[src/rtl/mdio_pkg.sv]
package mdio_pkg;

  // frame field widths
  localparam int PRE_W   = 32;
  localparam int ST_W    = 2;
  localparam int OPC_W   = 2;
  localparam int ADR_W   = 5;
  localparam int TA_W    = 2;
  localparam int DAT_W   = 16;

  // derived frame geometry
  localparam int HDR_W   = PRE_W + ST_W + OPC_W + 2 * ADR_W;
  localparam int FRAME_W = HDR_W + TA_W + DAT_W;
  localparam int IDX_W   = $clog2(FRAME_W);

  // host operation codes
  localparam logic [1:0] REQ_ADDR  = 2'b00;
  localparam logic [1:0] REQ_WRITE = 2'b01;

  typedef enum logic [1:0] {
    ST_IDLE = 2'd0,
    ST_RUN  = 2'd1,
    ST_TAIL = 2'd2
  } mst_state_t;

  typedef struct packed {
    logic             ext;
    logic [1:0]       op;
    logic [ADR_W-1:0] pa;
    logic [ADR_W-1:0] da;
    logic [DAT_W-1:0] payload;
  } mdio_req_t;

endpackage

[src/rtl/mdio_frame_fmt.sv]
module mdio_frame_fmt
  import mdio_pkg::*;
(
  input  mdio_req_t          req,
  output logic [FRAME_W-1:0] bits,
  output logic [FRAME_W-1:0] drv,
  output logic               is_rd
);

  logic [ST_W-1:0]  st_code;
  logic [OPC_W-1:0] op_code;
  logic [TA_W-1:0]  ta_code;
  logic [DAT_W-1:0] data_fld;

  always_comb begin
    is_rd = req.op[1];

    // start code and opcode depend on the format
    if (req.ext) begin
      st_code = 2'b00;
      if (is_rd)                   op_code = 2'b11;
      else if (req.op == REQ_WRITE) op_code = 2'b01;
      else                          op_code = 2'b00;
    end else begin
      st_code = 2'b01;
      op_code = is_rd ? 2'b10 : 2'b01;
    end

    // master drives 1,0 for writes; on reads the bits are released
    ta_code  = is_rd ? 2'b00 : 2'b10;
    data_fld = is_rd ? {DAT_W{1'b0}} : req.payload;

    bits = {{PRE_W{1'b1}}, st_code, op_code, req.pa, req.da, ta_code, data_fld};
    drv  = {{HDR_W{1'b1}}, {(TA_W + DAT_W){~is_rd}}};
  end

endmodule

[src/rtl/mdio_mdc_gen.sv]
module mdio_mdc_gen #(
  parameter int DIV_W = 8
) (
  input  logic             clk,
  input  logic             rst,
  input  logic             start,
  input  logic             run,
  input  logic [DIV_W-1:0] half_in,
  output logic             mdc,
  output logic             rise_now,
  output logic             fall_now
);

  localparam logic [DIV_W-1:0] ONE = DIV_W'(1);

  logic [DIV_W-1:0] half_q;
  logic [DIV_W-1:0] cnt;
  logic             tick;

  assign tick     = run && (cnt == half_q - ONE);
  assign rise_now = tick && !mdc;
  assign fall_now = tick &&  mdc;

  always_ff @(posedge clk) begin
    if (rst) begin
      half_q <= ONE;
      cnt    <= '0;
      mdc    <= 1'b0;
    end else if (start) begin
      half_q <= (half_in == '0) ? ONE : half_in;
      cnt    <= '0;
      mdc    <= 1'b0;
    end else if (!run) begin
      cnt    <= '0;
      mdc    <= 1'b0;
    end else if (tick) begin
      cnt    <= '0;
      mdc    <= ~mdc;
    end else begin
      cnt    <= cnt + ONE;
    end
  end

  // the programmed phase length can never be zero once a frame runs
  assert_half_nonzero_R7: assert property (@(posedge clk) disable iff (rst)
    run |-> (half_q != '0));

endmodule

[src/rtl/mdio_shift_ctl.sv]
module mdio_shift_ctl
  import mdio_pkg::*;
(
  input  logic               clk,
  input  logic               rst,
  input  logic               req_valid,
  output logic               req_ready,
  input  logic [FRAME_W-1:0] frm_bits,
  input  logic [FRAME_W-1:0] frm_drv,
  input  logic               frm_rd,
  input  logic               rise_now,
  input  logic               fall_now,
  input  logic               mdio_i,
  output logic               start,
  output logic               run,
  output logic               mdio_o,
  output logic               mdio_oe,
  output logic [DAT_W-1:0]   rd_data,
  output logic               done
);

  localparam logic [IDX_W-1:0] LAST_IDX = IDX_W'(FRAME_W - 1);
  localparam logic [IDX_W-1:0] DATA_IDX = IDX_W'(FRAME_W - DAT_W);
  localparam logic [IDX_W-1:0] REL_IDX  = IDX_W'(HDR_W);

  mst_state_t         state;
  logic [FRAME_W-1:0] sh_bits;
  logic [FRAME_W-1:0] sh_drv;
  logic [IDX_W-1:0]   bit_idx;
  logic               rd_q;
  logic [DAT_W-1:0]   rd_sh;
  logic               last_q;

  assign req_ready = (state == ST_IDLE);
  assign start     = req_valid && req_ready;
  assign run       = (state != ST_IDLE);

  always_ff @(posedge clk) begin
    if (rst) begin
      state   <= ST_IDLE;
      sh_bits <= '0;
      sh_drv  <= '0;
      bit_idx <= '0;
      rd_q    <= 1'b0;
      rd_sh   <= '0;
      last_q  <= 1'b0;
      done    <= 1'b0;
      rd_data <= '0;
      mdio_o  <= 1'b1;
      mdio_oe <= 1'b0;
    end else begin
      last_q <= 1'b0;
      done   <= last_q;
      if (last_q) begin
        mdio_oe <= 1'b0;
        if (rd_q) rd_data <= rd_sh;
      end

      unique case (state)
        ST_IDLE: begin
          if (req_valid) begin
            state   <= ST_RUN;
            mdio_o  <= frm_bits[FRAME_W-1];
            mdio_oe <= frm_drv[FRAME_W-1];
            sh_bits <= {frm_bits[FRAME_W-2:0], 1'b0};
            sh_drv  <= {frm_drv[FRAME_W-2:0], 1'b0};
            bit_idx <= '0;
            rd_q    <= frm_rd;
            rd_sh   <= '0;
          end
        end
        ST_RUN: begin
          if (rise_now) begin
            if (rd_q && (bit_idx >= DATA_IDX))
              rd_sh <= {rd_sh[DAT_W-2:0], mdio_i};
            if (bit_idx == LAST_IDX) begin
              last_q <= 1'b1;
              state  <= ST_TAIL;
            end
          end else if (fall_now) begin
            mdio_o  <= sh_bits[FRAME_W-1];
            mdio_oe <= sh_drv[FRAME_W-1];
            sh_bits <= {sh_bits[FRAME_W-2:0], 1'b0};
            sh_drv  <= {sh_drv[FRAME_W-2:0], 1'b0};
            bit_idx <= bit_idx + 1'b1;
          end
        end
        ST_TAIL: begin
          if (fall_now) state <= ST_IDLE;
        end
        default: state <= ST_IDLE;
      endcase
    end
  end

  // read frames leave the line to the PHY from the first turnaround bit on
  assert_read_released_R5: assert property (@(posedge clk) disable iff (rst)
    (state == ST_RUN && rd_q && bit_idx >= REL_IDX) |-> !mdio_oe);

  // the bit position moves only on an MDC falling edge
  assert_idx_hold_R7: assert property (@(posedge clk) disable iff (rst)
    (state == ST_RUN && !rise_now && !fall_now) |=> $stable(bit_idx));

  // done follows the last rising edge by one system clock
  assert_done_after_rise_R9: assert property (@(posedge clk) disable iff (rst)
    done |-> $past(rise_now, 2));

endmodule

[src/rtl/mdio_master.sv]
module mdio_master
  import mdio_pkg::*;
#(
  parameter int DIV_W = 8
) (
  input  logic             clk,
  input  logic             rst,
  input  logic [DIV_W-1:0] cfg_half,
  input  logic             req_valid,
  output logic             req_ready,
  input  logic             req_fmt,
  input  logic [1:0]       req_op,
  input  logic [4:0]       req_pa,
  input  logic [4:0]       req_da,
  input  logic [15:0]      req_wdata,
  output logic [15:0]      rd_data,
  output logic             done,
  output logic             mdc,
  output logic             mdio_o,
  output logic             mdio_oe,
  input  logic             mdio_i
);

  mdio_req_t          req;
  logic [FRAME_W-1:0] frm_bits;
  logic [FRAME_W-1:0] frm_drv;
  logic               frm_rd;
  logic               start;
  logic               run;
  logic               rise_now;
  logic               fall_now;

  assign req = '{ext: req_fmt, op: req_op, pa: req_pa, da: req_da, payload: req_wdata};

  mdio_frame_fmt u_fmt (
    .req   (req),
    .bits  (frm_bits),
    .drv   (frm_drv),
    .is_rd (frm_rd)
  );

  mdio_mdc_gen #(.DIV_W(DIV_W)) u_mdc (
    .clk      (clk),
    .rst      (rst),
    .start    (start),
    .run      (run),
    .half_in  (cfg_half),
    .mdc      (mdc),
    .rise_now (rise_now),
    .fall_now (fall_now)
  );

  mdio_shift_ctl u_ctl (
    .clk       (clk),
    .rst       (rst),
    .req_valid (req_valid),
    .req_ready (req_ready),
    .frm_bits  (frm_bits),
    .frm_drv   (frm_drv),
    .frm_rd    (frm_rd),
    .rise_now  (rise_now),
    .fall_now  (fall_now),
    .mdio_i    (mdio_i),
    .start     (start),
    .run       (run),
    .mdio_o    (mdio_o),
    .mdio_oe   (mdio_oe),
    .rd_data   (rd_data),
    .done      (done)
  );

  assert_idle_quiet_R8: assert property (@(posedge clk) disable iff (rst)
    req_ready |-> (!mdc && !mdio_oe));

  assert_done_pulse_R9: assert property (@(posedge clk) disable iff (rst)
    done |=> !done);

  assert_mdo_hold_R7: assert property (@(posedge clk) disable iff (rst)
    (mdc && $past(mdc)) |-> $stable(mdio_o));

endmodule

[config.mk]
export PLATFORM = sky130hd
export DESIGN_NAME = mdio_master
export DESIGN_NICKNAME = d
export VERILOG_FILES = /design/src/rtl/mdio_pkg.sv /design/src/rtl/mdio_frame_fmt.sv /design/src/rtl/mdio_mdc_gen.sv /design/src/rtl/mdio_shift_ctl.sv /design/src/rtl/mdio_master.sv
export SDC_FILE = /design/constraint.sdc
export NUM_CORES = 1
export LEC_CHECK = 0
export ABC_AREA = 1
export BUFFER_PORTS_ARGS = -buffer_cell sky130_fd_sc_hd__buf_2
export CAP_MARGIN = 30
export CORE_ASPECT_RATIO = 0.7
export CORE_MARGIN = 2
export CORE_UTILIZATION = 50
export CTS_CLUSTER_DIAMETER = 100
export DETAILED_ROUTE_END_ITERATION = 7
export PLACE_DENSITY = 0.77
export SKIP_CTS_REPAIR_TIMING = 1
export SLEW_MARGIN = 20
export SYNTH_ARGS = -nofsm -noshare
export SYNTH_HDL_FRONTEND = slang
export SYNTH_SLANG_ARGS = --single-unit
[constraint.sdc]
create_clock -name clk -period 2.5 [get_ports clk]
set_input_delay 0.5 -clock clk [delete_from_list [all_inputs] [get_ports clk]]
set_output_delay 0.5 -clock clk [all_outputs]
set_load 0.01 [all_outputs]
==> flow_summary.toml, run 1 <==
[global_routing]
grt_overflow = 0
grt_pass1_vias = 6636
grt_max_degree = 73
antenna_found_initial = 0
grt.total_usage_pct = 21.2
grt_pass1_wl_um = 30600

[finish]
fin_nets = 1234
diodes = 0
layout_common_cells = "nand2_1, nor2_1, dfxtp_1, nand3_1, a21oi_1"
post-route-util_pct = 57.8
syn2layout_area_growth_pct = 14.6
final_common_cell = "nand2_1"
fillCellCount = 1481
layout-drive-gt1-share_pct = 12.1
multi_input_area_um2 = 3800
seq_area_um2 = 3760

[die]
fp.dieH_um = 111
placementRows = 39
design.core.area_um2 = 16200
floorplan.initialDensity_pct = 50.5
boundaryPins = 62
dieArea_um2 = 17400
fp.dieW_um = 157

[cts]
clk_pin_slew_ns = 0.07
cts_tree = "built"
htree_levels = 4
root_buffer = "clkbuf_16"
clk_path_buf_depth = 2
numCtsBuffers = 17
clock-sinks = 188
clk_latency_ns = 0.44

[run]
drv_cap = 0

[hold_path]
hp-class = "input port to flip-flop"
min_path_cells = 3

[power]
ir_worst_vdd_mv = 0.503
cellLeakagePower_nw = 4.08
power.share.clock_pct = 30.0
finalPower_mw = 8.98
comb_power_share_pct = 27.6
power.density_nw_per_um2 = 961
switching_share_pct = 34.6
p_seq_share_pct = 42.4
p_sw_mw = 3.11
intPower_mw = 5.87

[setup_path]
worstSetupStartpointType = "flip-flop"
cpMostUsedCell = "nand2_1"
cp_num_cells = 10
end_kind = "flip-flop"
required_ns = 2.81
worstPathArrival_ns = 2.65
critPathTopFamily = "simple AND/OR/NAND/NOR gates"
path_cells = "nor2_2, inv_1, nor2_1, inv_1, nand2_1, nand2_4, buf_12, nand2_1, nand2_1, nor2_1"
path_class = "flip-flop to flip-flop"
rrSetupSlack_ns = 0.16
reg2reg_depth = 10
slowest_stage = "dfxtp_1"
crit_fanout = 57
slowest_delay_ns = 0.43
path_buf_inv = 3

[timing]
slew_headroom_pct = 61.9
rsz0062_at_grt = "no"
setup_violations = 0
fin_ws_ns = 0.161
finalHoldViolations = 0
worst_slew_pin_slew_ns = 0.571
period_minus_slack_ns = 2.34
skew_ns = 0.0103
fmax_mhz = 428
whs_ns = 0.290
tns_ns = 0
finalMaxSlewViolations = 0
post-route-period-util_pct = 93.6

[logic_synthesis]
ys_top_cells_by_area = "dfxtp_1, nand2_1, nor2_1, nand3_1, o31ai_1"
ys_seq_area_share_pct = 46.2
syn_area_per_cell_um2 = 7.07
post-synth-top-area-cell = "dfxtp_1"
ys_seq_elements = 188
netlist_area_um2 = 8150
yosys.area.top_type_share_pct = 46.2
yosysWarnings = 0
synth_cells = 1153
synth_nets = 1197
ys_types = 35

[placed_design]
place_ws_ns = 0.203
portBuffers = 61
dpl.hpwl_um = 10900
gp_congestion = 0.880

[routing]
drc = 0
viasPerCell = 5.12
route.met3.wl_um = 1060
wl_met1_um = 9290
routed-via-count = 7307
drt-wirelength-per-cell_um = 13.1
routed_wl_um = 18700
top_layer_used = "met4"
postRouteAntennaNets = 0
wl_met2_um = 8200
firstDrtPassIters = 5
first_iter_violations = 773

[run_status]
outcome = "complete, no violations"
-- synthesized netlist by cell type --
library cell,n
o21ai_0,25
buf_2,10
nor2_1,252
a21boi_0,1
nand4_4,1
a22oi_1,2
xnor2_1,6
a21oi_1,64
nand4_1,5
buf_6,11
ha_1,3
dfxtp_1,188
a22o_1,2
nor4_1,2
nor2_2,3
inv_1,64
buf_1,2
or2_2,1
o31ai_1,51
a41oi_1,1
nand2_2,4
inv_2,4
nand2_1,262
clkbuf_1,44
o21ai_1,28
nand3_1,80
nand2_4,2
nor2_4,1
o22ai_1,5
buf_4,4
nor3_1,17
xor2_1,3
nor3_2,1
clkinv_1,3
nor3b_1,1
-- per-stage QoR --
stage	area [um2]	cells
after floorplan	8150	1153
after global placement	8570	1386
after detailed placement	8570	1386
after CTS	9150	1418
after global routing	9340	1428
final	9340	1428
-- logic make-up after synthesis --
kind of cell               share of synthesized area [%]
AOI/OAI and AO/OA                                   12.9
xor gates and xnor gates                           0.967
adders and majority gates                          0.460
buffers and inverters                               7.89
DFF                                                 46.2
and+or+nand+nor                                     31.7
-- worst min-delay path, delay by kind of cell --
family                 cells  cell delay (ns)
AND/OR/NAND/NOR            2             0.11
buffers and inverters      1             0.08
-- state kept, by name, indices dropped and copies added (netlist names), 2 cells and up --
register,flops
u_ctl.bit_idx,6
u_ctl.state,2
u_ctl.rd_data,16
u_mdc.half_q,8
u_ctl.sh_drv,63
u_ctl.rd_sh,16
u_mdc.cnt,8
u_ctl.sh_bits,63
-- layout make-up --
cell class	instances	share of cell area (%)
multi-input cells	824	40.6
flip-flops and latches	188	40.3
repair buffers	88	6.98
clock buffers	18	4.70
well taps	225	3.01
inverters	71	2.85
clock inverters	14	1.53
-- power by group through the flow --
| stage | combinational, mW | clock [mW] | sequential, mW |
|---|---|---|---|
| detailed placement | 2.26 | 0 | 3.86 |
| global route | 2.81 | 2.86 | 3.86 |
| floorplan | 1.82 | 0 | 3.79 |
| global placement | 2.21 | 0 | 3.84 |
| CTS | 2.28 | 2.72 | 3.80 |
| finish | 2.47 | 2.70 | 3.81 |
-- routing by layer --
layer  GRT usage, %  vias to the layer above
met5              0                        -
met4           4.53                        0
met3           4.69                       12
met2           33.2                      199
met1           30.0                     3298
li1               -                     3798
-- final timing paths --
path	startpoint	to
setup / recovery	u_ctl.state[0]	u_ctl.sh_drv[19]
hold / removal	cfg_half[5]	u_mdc.half_q[5]
setup reg to reg	u_ctl.state[0]	u_ctl.sh_drv[19]
hold reg to reg	u_ctl.last_q	u_ctl.done
No activity file was read; power rests on OpenSTA's default activity.
==> run 2: changes to the inputs <==
Settings changed: RECOVER_POWER set to 25.
==> run 2 against run 1 <==
  * Core utilization decreased by 0.21 points
  * Non-clock buffer count unchanged
  * Worst setup slack improved by 0.018 ns
  * Register-to-register slack improved by 0.02 ns
  * Highest routed layer unchanged
  * First-iteration DRC count decreased by 3.2%
  * Design area decreased by 0.36%
  * Clock skew decreased by 0.0018 ns
  * Global-route usage unchanged
==> flow_summary.toml, run 2 (same netlist as run 1, synthesis figures left out) <==
[setup_path]
crit_fanout = 6
worstPathArrival_ns = 2.68
slowest_stage = "dfxtp_2"
required_ns = 2.86
r2r_start = "u_mdc.half_q[1]"
critPathTopFamily = "simple AND/OR/NAND/NOR gates"
path_class = "flip-flop to flip-flop"
end_kind = "flip-flop"
slowest_delay_ns = 0.35
path_cells = "inv_1, ha_1, inv_1, nand2_1, nand2_1, nand3_1, nor2_1, nand3_1, nor2_2, nand2_1, nor2_2, nand3_4, nand2_4, clkbuf_16, nor2_1, nor2_1"
worstSetupStartpointType = "flip-flop"
cp-startpoint = "u_mdc.half_q[1]"
path_buf_inv = 3

[global_routing]
grt_pass1_vias = 6636
grt_pass1_wl_um = 30600
grt_overflow = 0
antenna_found_initial = 0
grt_max_degree = 73
grt.total_usage_pct = 21.2

[timing]
setup_violations = 0
tns_ns = 0
finalHoldViolations = 0
finalMaxSlewViolations = 0
period_minus_slack_ns = 2.32
post-route-period-util_pct = 92.8
skew_ns = 0.00853
fin_ws_ns = 0.179
slew_headroom_pct = 62.0
fmax_mhz = 431
rsz0062_at_grt = "no"
worst_slew_pin_slew_ns = 0.570

[routing]
first_iter_violations = 748
top_layer_used = "met4"
route.met3.wl_um = 1100
routed_wl_um = 18700
drt-wirelength-per-cell_um = 13.1
firstDrtPassIters = 5
routed-via-count = 7344
wl_met1_um = 9130
drc = 0
viasPerCell = 5.14
postRouteAntennaNets = 0
wl_met2_um = 8310

[finish]
diodes = 0
top_regs = "u_ctl.sh_bits x63, u_ctl.sh_drv x63"
layout-drive-gt1-share_pct = 10.4
layout_common_cells = "nand2_1, nor2_1, dfxtp_1, nand3_1, a21oi_1"
final_common_cell = "nand2_1"
syn2layout_area_growth_pct = 14.2
finalNonFillerCells = 1428
fin_nets = 1234

[power]
power.density_nw_per_um2 = 963
cellLeakagePower_nw = 3.99
ir_worst_vdd_mv = 0.501

[cts]
root_buffer = "clkbuf_16"
cts_tree = "built"
numCtsBuffers = 17
clk_latency_ns = 0.43
clk_pin_slew_ns = 0.07
htree_levels = 4
clk_path_buf_depth = 2
clock-sinks = 188

[placed_design]
portBuffers = 61
gp_congestion = 0.880
place_inst = 1386
dpl.hpwl_um = 10900
place_ws_ns = 0.203

[hold_path]
worstHoldStart = "cfg_half[5]"
hp-class = "input port to flip-flop"

[die]
placementRows = 39
fp.dieW_um = 157
fp.dieH_um = 111
boundaryPins = 62
design.core.area_um2 = 16200
dieArea_um2 = 17400
floorplan.initialDensity_pct = 50.5

[run_status]
outcome = "complete, no violations"

[run]
drv_cap = 0
run 2: routing by layer:
metal	up-vias	track usage, %
li1	3796	-
met1	3337	30.0
met2	200	33.2
met3	11	4.69
met4	0	4.53
met5	-	0
run 2: stage by stage:
| step | hold WS (ns) | utilization [%] | total power [mW] | cell area (um2) |
|---|---|---|---|---|
| 6_report | 0.289 | 57.6 | 8.97 | 9310 |
| 5_1_grt | 0.282 | 57.6 | 9.52 | 9310 |
| 4_1_cts | 0.280 | 56.7 | 8.79 | 9150 |
| 2_1_floorplan | 0.417 | - | 5.61 | 8150 |
| 3_3_place_gp | 0.447 | 53.0 | 6.05 | 8570 |
| 3_5_place_dp | 0.449 | 53.0 | 6.12 | 8570 |
run 2: cell type report:
cell class	count	area (um2)
Inverter	71	267
Sequential cell	188	3760
Clock buffer	18	439
Tap cell	225	282
Fill cell	1488	6840
Clock inverter	14	143
Multi-Input combinational cell	824	3800
Timing Repair Buffer	88	618
run 2: worst paths after layout:
| check | slack [ns] | cells after the start | end |
|---|---|---|---|
| min | 0.29 | 3 | u_mdc.half_q[5] |
| max reg2reg | 0.18 | 16 | u_ctl.sh_bits[58] |
| min reg2reg | 0.45 | 2 | u_ctl.done |
| max | 0.18 | 16 | u_ctl.sh_bits[58] |
run 2: where the power goes:
group,internal [mW],switching (mW),leakage [nW]
Sequential,3.52,0.293,1.55
Combinational,0.846,1.62,2.16
Clock,1.50,1.19,0.288
Total,5.86,3.10,3.99
run 2: tightest hold or removal path, stage by stage:
cell and delay [ns]:
buf_2 0.08, nand2_1 0.06, nand2_1 0.05
